===== config.mk =====
export PLATFORM = sky130hd
export DESIGN_NAME = wh_out_alloc
export DESIGN_NICKNAME = d
export VERILOG_FILES = /design/src/rtl/wh_alloc_pkg.sv /design/src/rtl/wh_rr_pick.sv /design/src/rtl/wh_rr_ptr.sv /design/src/rtl/wh_hold_ctrl.sv /design/src/rtl/wh_out_alloc.sv
export SDC_FILE = /design/constraint.sdc
export NUM_CORES = 1
export LEC_CHECK = 0
export ABC_AREA = 0
export BUFFER_PORTS_ARGS = -buffer_cell sky130_fd_sc_hd__buf_2
export CAP_MARGIN = 5
export CORE_MARGIN = 10
export CORE_UTILIZATION = 30
export CTS_CLUSTER_DIAMETER = 40
export DETAILED_ROUTE_END_ITERATION = 7
export RECOVER_POWER = 100
export SYNTH_ARGS = -nofsm -noshare
export SYNTH_HDL_FRONTEND = slang
export SYNTH_SLANG_ARGS = --single-unit

===== constraint.sdc =====
create_clock -name clk -period 7.2 [get_ports clk]
set_input_delay 0 -clock clk [delete_from_list [all_inputs] [get_ports clk]]
set_output_delay 0 -clock clk [all_outputs]
set_load 0.02 [all_outputs]

===== src/rtl/wh_alloc_pkg.sv =====
package wh_alloc_pkg;

   localparam int NUM_TIERS = 3;

   // tier order is priority order: index 0 wins over 1, 1 over 2
   typedef enum logic [1:0] {
      TIER_SHARED = 2'd0,
      TIER_UPPER  = 2'd1,
      TIER_LOWER  = 2'd2,
      TIER_NONE   = 2'd3
   } tier_e;

   function automatic int tier_width(input int t, input int ns, input int nu, input int nd);
      case (t)
         0:       return ns;
         1:       return nu;
         default: return nd;
      endcase
   endfunction

   function automatic int tier_base(input int t, input int ns, input int nu);
      case (t)
         0:       return 0;
         1:       return ns;
         default: return ns + nu;
      endcase
   endfunction

   function automatic int ptr_bits(input int w);
      return (w > 1) ? $clog2(w) : 1;
   endfunction

endpackage


===== src/rtl/wh_rr_pick.sv =====
module wh_rr_pick #(
   parameter int W  = 4,
   localparam int PW = wh_alloc_pkg::ptr_bits(W)
) (
   input  logic [W-1:0]  req,
   input  logic [PW-1:0] ptr,
   output logic [W-1:0]  gnt,
   output logic [PW-1:0] idx,
   output logic          any
);

   if (W < 1) begin : g_bad_width
      $error("wh_rr_pick: W must be at least 1");
   end

   // search from ptr upward, wrapping once
   always_comb begin
      logic found;
      found = 1'b0;
      gnt   = '0;
      idx   = '0;
      for (int i = 0; i < W; i++) begin
         int pos;
         logic [PW-1:0] pos_w;
         pos = int'(ptr) + i;
         if (pos >= W) pos = pos - W;
         pos_w = PW'(pos);
         if (!found && req[pos_w]) begin
            found      = 1'b1;
            gnt[pos_w] = 1'b1;
            idx        = pos_w;
         end
      end
   end

   assign any = |req;

endmodule


===== src/rtl/wh_rr_ptr.sv =====
module wh_rr_ptr #(
   parameter int W  = 4,
   localparam int PW = wh_alloc_pkg::ptr_bits(W)
) (
   input  logic          clk,
   input  logic          rst_n,
   input  logic          adv,
   input  logic [PW-1:0] win_idx,
   output logic [PW-1:0] ptr
);

   localparam logic [PW-1:0] LAST = PW'(W - 1);

   logic [PW-1:0] ptr_q;

   always_ff @(posedge clk) begin
      if (!rst_n) begin
         ptr_q <= '0;
      end else if (adv) begin
         ptr_q <= (win_idx == LAST) ? '0 : win_idx + PW'(1);
      end
   end

   assign ptr = ptr_q;


   ptr_quiet_chk: assert property (@(posedge clk) disable iff (!rst_n)
      !adv |=> $stable(ptr_q));


   ptr_range_chk: assert property (@(posedge clk) disable iff (!rst_n)
      int'(ptr_q) < W);

endmodule


===== src/rtl/wh_hold_ctrl.sv =====
module wh_hold_ctrl #(
   parameter int N = 10
) (
   input  logic         clk,
   input  logic         rst_n,
   input  logic [N-1:0] req,
   input  logic [N-1:0] trailer,
   input  logic [N-1:0] win,
   output logic         launch,
   output logic [N-1:0] grant,
   output logic         busy
);

   logic [N-1:0] own_q;
   logic         held;
   logic         owner_tail;

   assign held       = |own_q;
   assign owner_tail = |(own_q & trailer);
   assign launch     = !held && (|req);

   always_ff @(posedge clk) begin
      if (!rst_n) begin
         own_q <= '0;
      end else if (held) begin
         if (owner_tail) own_q <= '0;
      end else if (launch) begin
         own_q <= win;
      end
   end

   assign grant = own_q;
   assign busy  = held;


   grant_onehot_chk: assert property (@(posedge clk) disable iff (!rst_n)
      $onehot0(own_q));


   grant_to_requester_chk: assert property (@(posedge clk) disable iff (!rst_n)
      launch |=> busy && (|(own_q & $past(req))));


   idle_stays_chk: assert property (@(posedge clk) disable iff (!rst_n)
      (!held && !(|req)) |=> !busy);


   hold_stable_chk: assert property (@(posedge clk) disable iff (!rst_n)
      (held && !owner_tail) |=> $stable(own_q));


   release_chk: assert property (@(posedge clk) disable iff (!rst_n)
      (held && owner_tail) |=> !busy);

endmodule


===== src/rtl/wh_out_alloc.sv =====
module wh_out_alloc #(
   parameter int N_SHR  = 2,
   parameter int N_UP   = 4,
   parameter int N_DOWN = 4,
   localparam int N_SRC = N_SHR + N_UP + N_DOWN
) (
   input  logic             clk,
   input  logic             rst_n,
   input  logic [N_SRC-1:0] req,
   input  logic [N_SRC-1:0] trailer,
   output logic [N_SRC-1:0] grant,
   output logic             busy
);

   import wh_alloc_pkg::*;

   localparam logic [N_SRC-1:0] SHR_MASK = N_SRC'((1 << N_SHR) - 1);
   localparam logic [N_SRC-1:0] UP_MASK  = N_SRC'(((1 << N_UP) - 1) << N_SHR);

   if (N_SHR < 1 || N_UP < 1 || N_DOWN < 1) begin : g_bad_tiers
      $error("wh_out_alloc: every tier needs at least one source");
   end
   if (N_SRC > 30) begin : g_bad_total
      $error("wh_out_alloc: too many sources for the tier masks");
   end

   logic [NUM_TIERS-1:0] tier_any;
   logic [NUM_TIERS-1:0] tier_win;
   logic [N_SRC-1:0]     tier_vec [NUM_TIERS];
   logic [N_SRC-1:0]     win;
   logic                 launch;

   for (genvar t = 0; t < NUM_TIERS; t++) begin : g_tier
      localparam int W   = tier_width(t, N_SHR, N_UP, N_DOWN);
      localparam int OFF = tier_base(t, N_SHR, N_UP);
      localparam int PW  = ptr_bits(W);

      logic [W-1:0]  gnt;
      logic [PW-1:0] idx;
      logic [PW-1:0] ptr;

      wh_rr_pick #(.W(W)) u_pick (
         .req (req[OFF +: W]),
         .ptr (ptr),
         .gnt (gnt),
         .idx (idx),
         .any (tier_any[t])
      );

      wh_rr_ptr #(.W(W)) u_ptr (
         .clk     (clk),
         .rst_n   (rst_n),
         .adv     (launch && tier_win[t]),
         .win_idx (idx),
         .ptr     (ptr)
      );

      assign tier_vec[t] = N_SRC'(gnt) << OFF;
   end

   // fixed ranking between tiers
   assign tier_win[0] = tier_any[0];
   assign tier_win[1] = tier_any[1] && !tier_any[0];
   assign tier_win[2] = tier_any[2] && !tier_any[1] && !tier_any[0];

   always_comb begin
      win = '0;
      for (int t = 0; t < NUM_TIERS; t++) begin
         if (tier_win[t]) win = tier_vec[t];
      end
   end

   wh_hold_ctrl #(.N(N_SRC)) u_hold (
      .clk     (clk),
      .rst_n   (rst_n),
      .req     (req),
      .trailer (trailer),
      .win     (win),
      .launch  (launch),
      .grant   (grant),
      .busy    (busy)
   );


   shared_first_chk: assert property (@(posedge clk) disable iff (!rst_n)
      (!busy && (|(req & SHR_MASK))) |=> (|(grant & SHR_MASK)));


   upper_over_lower_chk: assert property (@(posedge clk) disable iff (!rst_n)
      (!busy && !(|(req & SHR_MASK)) && (|(req & UP_MASK))) |=> (|(grant & UP_MASK)));

endmodule


---- After elaboration in Yosys (flattened, before gate mapping) ----
Cells that the tools add are included.
storage, ports and cells
  register bits after elaboration ......... 15
  input port bits ......................... 22
  output and inout port bits .............. 11
  logic and storage cells ................. 193
operators by class
  add/subtract/negate cells ............... 20
  order comparisons ....................... 30
  eq/ne operators ......................... 3
  mux-type cells .......................... 86
  bitwise gates (word level) .............. 8
  reductions and logical operators ........ 42
operators by type and width
  kind                   number
  $mux W2                21
  $mux W10               4
  $mux W1                34
  $mux W4                8
  $reduce_or A10 Y1      3
  $logic_and A1 B1 Y1    24
  $lt A2 B3 Y1 const B   8
  $or A4 B4 Y4           6
  $ge A3 B3 Y1 const B   6
  $bmux W1 S2            8
  $demux W1 S2           8
  $ge A2 B1 Y1 const B   8
  $sub A2 B1 Y2 const B  8
  $add A2 B2 Y3 const B  4
  $and A10 B10 Y10       1
  $logic_not A1 Y1       10
  $reduce_or A4 Y1       2
  $add A2 B1 Y3 const B  2
  $ge A2 B3 Y1 const B   2
  $mux W6                1
  $add A2 B1 Y2 const B  2
  $eq A2 B2 Y1 const B   2
  $lt A1 B2 Y1 const B   2
  $add A1 B1 Y2 const B  1
  11 further kinds       14

---- Depth between registers and ports, before layout ----
  depth in word-level cells ............... 18
  depth in mapped cells ................... 12
  mapped depth without buffers ............ 10

---- By module ----
A second synthesis with hierarchy kept.
unflattened totals
  cells, all modules ...................... 177
  area, all modules ....................... 1674.1 µm²
modules (own cells, without submodules)
  module                            times used  cells each  area each (µm²)  sequential area each (µm²)
  wh_rr_pick at g_tier[2].u_pick    1           51          446.7            0.0
  wh_hold_ctrl                      1           39          419.2            200.2
  wh_rr_pick at g_tier[1].u_pick    1           49          411.6            0.0
  wh_rr_ptr at g_tier[1].u_ptr ...  2           8           95.1             40.0
  wh_out_alloc                      1           14          140.1            0.0
  wh_rr_ptr at g_tier[0].u_ptr      1           3           33.8             20.0
  wh_rr_pick at g_tier[0].u_pick    1           5           32.5             0.0

---- Least setup slack after synthesis ----
Ideal clock, no wire load.
  path type ............................... register -> register
  from .................................... register g_tier[2].u_ptr.ptr_q[0]
  to ...................................... register g_tier[2].u_ptr.ptr_q[1]
  setup time .............................. 0.122 ns
  data arrival time ....................... 2.444 ns
  required time ........................... 7.078 ns
  setup slack ............................. 4.633 ns
  stages on the path, launching flop included .. 12
  clock period less this slack ............ 2.567 ns
  cell sequence ........................... dfxtp_1 > buf_6 > inv_1 > ha_1 > buf_2 > mux4_2 > nor2_1 > o21ai_0 > a22oi_1 > ha_1 > mux2i_1 > nor2_1
between the ends
  longest elaborated chain between the ends .. 16
  elaborated cells on any way between the ends .. 39
  classes of those cells .................. add/sub: 8; order compare: 4; eq/ne: 1; mux: 20; reduce/logical: 6
RTL lines
  element                                                                 line              RTL
  start: declaration                                                      wh_rr_ptr.sv:14   logic [PW-1:0] ptr_q;
  start signal: assignment                                                wh_rr_ptr.sv:20   ptr_q <= (win_idx == LAST) ? '0 : win_idx + PW'(1);
  parallel branches: the longest is 13 deep, another holds $add A2 B1 Y3  -
  $mux W2 *                                                               wh_rr_pick.sv:28  if (!found && req[pos_w]) begin
  $add A2 B1 Y2 or $eq A2 B2 Y1 (tied branches)                           wh_rr_ptr.sv:20
  $mux W2 *                                                               wh_rr_ptr.sv:20
Every way passes the cells marked *. The select of a mux whose other input is x is not followed.
A chain may end at the register's enable or synchronous reset.

---- Final worst setup path ----
Same ends and word-level chain as after synthesis.

==> results.txt <==
- # setup viols final: 0
* Later-pin clock latency in the skew report: 0.25 ns
- At the pin with the least slew margin, the transition time is 0.602 ns.
- Total count of max-transition violations in the final report: 0
* Total of flip-flops plus latches after synthesis: 15
* Worst-case setup slack after placement: between 4 and 5 ns
- Type of the most critical hold path: in -> reg
* Final total negative setup slack: 0 ns
- Maximum VDD drop: 0.0555 mV
* Height of the die: 95.1 um
- The hold violation count in the final report is 0.
* Overall global routing resource usage: a little under a tenth
- The share of total power dissipated in combinational logic is 42.5%.
* Fraction of power spent switching nets: 39.0%
- Clock-pin slew was measured on the worst setup and hold paths at 0.06 ns.
- The final layout contains routed wiring with a total length of 4260 um.
* Post-route setup slack: approximately 4.2 ns
* Leak Pwr: 0.677 nW
* Crit path DAT: 3.17 ns
* CTS resizes: 0
- Cell area power density: 152 nW/um^2
- TritonCTS built the clock tree.
- Placed Cells: a little under 300
* Wire length of the first global-routing pass: about 7300 um
- For this run, the detailed router's first-pass iteration total came to 4.
- After synthesis, flip-flops and latches occupy 17.8% of the total area.
- Filler instances: 595
* Starting DRT DRC Count: 136
- In the routed design, unresolved DRC markers number 0.
- Once detail routing completed, the nets flagged for antenna violations numbered 0.
- After clock tree synthesis, the flow added hold-fix buffers numbering 0.
- Synthesis produced a netlist with a net count of 233.
- The initialized floorplan defines 27 standard-cell rows.
* Final clock skew: 0.00598 ns
- Core footprint: 5470 sq um
- Total placed instance area: 1890 sq um
* Die area: about 9000 sq um
* Share of layout cells above drive strength 1: 20.4%
* Maximum number of pins on one net before global-route repair: 19
- Cell-internal power: 178 uW
- Starting Density: a little under a third
- Count of input and output buffers: 32
* Final std cells w/o fill: 294
* RD Place Congestion: 0.867
- STA classifies the critical path startpoint as a flop.
- Headroom to the max-slew limit came out at 59.8%.
- The number of different library cells used by synthesis comes to 46.
* Final net count: 260
* Final non-filler cell area: 1920 sq um
- The design draws 292 uW.
* Via count of the first global-routing pass: 1526
- Post-CTS timing repair inserted 0 buffers for setup.
- Netlist area before placement: 1690 sq um
- Measured along the x axis, the die boundary spans between 90 and 100 um.
* Relative contribution of sequential cells to total power: 33.8%
* Sum of overflow across all layers after global routing: 0
* P_sw: 114 uW
- Detailed placement finished with a half-perimeter wire length of 3300 um.
- The cell sitting at the root of the clock tree is a sky130_fd_sc_hd__clkbuf_8.
* Outcome: finished clean
- Warnings from Yosys: 0
* Share of flip-flops with an asynchronous set or reset: 0%
* Number of CTS-inserted buffers: 3
- Each instance of the synthesized netlist takes up on average 8.67 sq um.
- The clock network burns 23.7% of the power.
- Unrepaired setup endpoints after global routing: no
- The number of antenna violations at the first check in global routing is 1.
- CTS Buffer Depth: 2
* Signed area change from the synthesized netlist to the final layout: 13.8%
- Among all flip-flop cells after synthesis, the most frequent one is sky130_fd_sc_hd__dfxtp_1.
- Number of clock sinks: 15
* Cell count after synthesis: 195
- The worst path uses 42.2% of the clock period.
- Max-cap violation count: 0
* Crit Path Class: reg -> reg
- Max H-tree Level: 1
- After detailed routing, the number of vias per cell comes to 5.46.
- The worst setup path is captured at a flop.
- Number of enable-type register cells in the synthesized netlist: 0
- Min Clock Period, post-route: 3.03 ns
- Ports: 33
- Average wire per cell in the routed design: between 10 and 15 um
* Highest clock rate: approximately 0.33 GHz
- Worst-path maximum fanout: 14
- DR vias: 1606
- Required time worst endpoint: ~7.3 ns
==> layout make-up <==
type	instances	area, sq um	area share, %
multi-input cells	163	1310	68.3
flip-flops and latches	15	300	15.6
repair buffers	32	146	7.61
well taps	72	90.1	4.68
clock buffers	4	45.0	2.34
inverters	7	26.3	1.37
diodes	1	2.50	0.130
==> per-layer routing <==
layer | vias up | share of wire [%] | track usage, %
met1 | 741 | 47 | 12.2
met5 | - | 0 | 0
li1 | 821 | - | -
met4 | 0 | 1.1 | 3.74
met3 | 4 | 8.7 | 2.91
met2 | 40 | 43 | 14.5
==> cells in the mapped netlist, drive strengths merged (6+ instances only) <==
cell | number | area (sq um)
nor2 | 17 | 63.8
ha | 16 | 200
nand2 | 16 | 60.1
dfxtp | 15 | 300
o21ai | 11 | 55.1
inv | 7 | 26.3
mux2i | 7 | 70.1
nor4 | 7 | 88.8
a22oi | 6 | 45.0
mux2 | 6 | 67.6
nor3 | 6 | 30.0
o211ai | 6 | 45.0
==> worst paths after layout <==
kind / from / end / slack [ns] / cells past startpoint
max: g_tier[2].u_ptr.ptr[0] / g_tier[2].u_ptr.ptr[1] / 4.17 / 9
min: rst_n / g_tier[1].u_ptr.ptr[1] / 0.05 / 3
max reg2reg: g_tier[2].u_ptr.ptr[0] / g_tier[2].u_ptr.ptr[1] / 4.17 / 9
min reg2reg: u_hold.grant[3] / u_hold.grant[3] / 0.52 / 2
==> worst max-delay path: stages (launching register included) <==
cell                      delay [ns]
sky130_fd_sc_hd__dfxtp_1        0.65
sky130_fd_sc_hd__inv_1          0.22
sky130_fd_sc_hd__ha_1           0.48
sky130_fd_sc_hd__mux4_2         0.64
sky130_fd_sc_hd__nor2_1         0.19
sky130_fd_sc_hd__o21ai_0        0.11
sky130_fd_sc_hd__a22oi_1        0.19
sky130_fd_sc_hd__ha_1           0.25
sky130_fd_sc_hd__mux2i_1        0.13
sky130_fd_sc_hd__nor2_1         0.05
==> power groups by stage <==
| stage | Clock (mW) | Sequential [mW] | Combinational, mW |
|---|---|---|---|
| after floorplan | 0 | 0.0995 | 0.0940 |
| after global placement | 0 | 0.101 | 0.125 |
| after detailed placement | 0 | 0.101 | 0.125 |
| after CTS | 0.0711 | 0.0988 | 0.126 |
| after global routing | 0.0732 | 0.100 | 0.139 |
| final | 0.0693 | 0.0988 | 0.124 |
==> metrics by stage <==
| step | hold WS, ns | utilization, % |
|---|---|---|
| after CTS | 0.0524 | 35.4 |
| after global placement | 0.313 | 34.5 |
| after global routing | 0.0593 | 35.1 |
| after floorplan | 0.150 | - |
| final | 0.0523 | 35.1 |
| after detailed placement | 0.321 | 34.5 |
==> state kept, by name, summed over array words and instances (netlist names), named ones only <==
register / flops
g_tier.u_ptr.ptr: 4
u_hold.grant: 10
==> logic make-up (layout without fill, tap and decap cells) <==
logic type               count (synthesis)  in the layout  synth area share [%]
AO/OA/AOI/OAI                           58             58                  26.8
adder cells (fa/ha/maj)                 16             16                  11.8
buffers and inverters                   17             43                  4.52
flip-flops                              15             15                  17.8
multiplexers                            17             17                  13.5
other                                    0              1                     0
AND/OR/NAND/NOR                         72             72                  25.6
==> placed cells by master (no fill, tap or decap), drive strengths merged <==
master	count
a2111oi	1
a211oi	1
a21oi	3
a221o	5
a221oi	4
a22o	4
a22oi	6
a2bb2oi	1
a31oi	5
a32o	1
a32oi	3
and3	2
and4bb	1
buf	21
clkbuf	15
dfxtp	15
diode	1
ha	16
inv	7
mux2	6
mux2i	7
mux4	4
nand2	16
nand2b	3
nand3	3
nand3b	2
nand4	5
nor2	17
nor2b	4
nor3	6
nor3b	2
nor4	7
o211ai	6
o21a	1
o21ai	11
o221ai	3
o32a	1
o32ai	2
or2	3
or4b	1
Power figures use the tool's default switching activity.
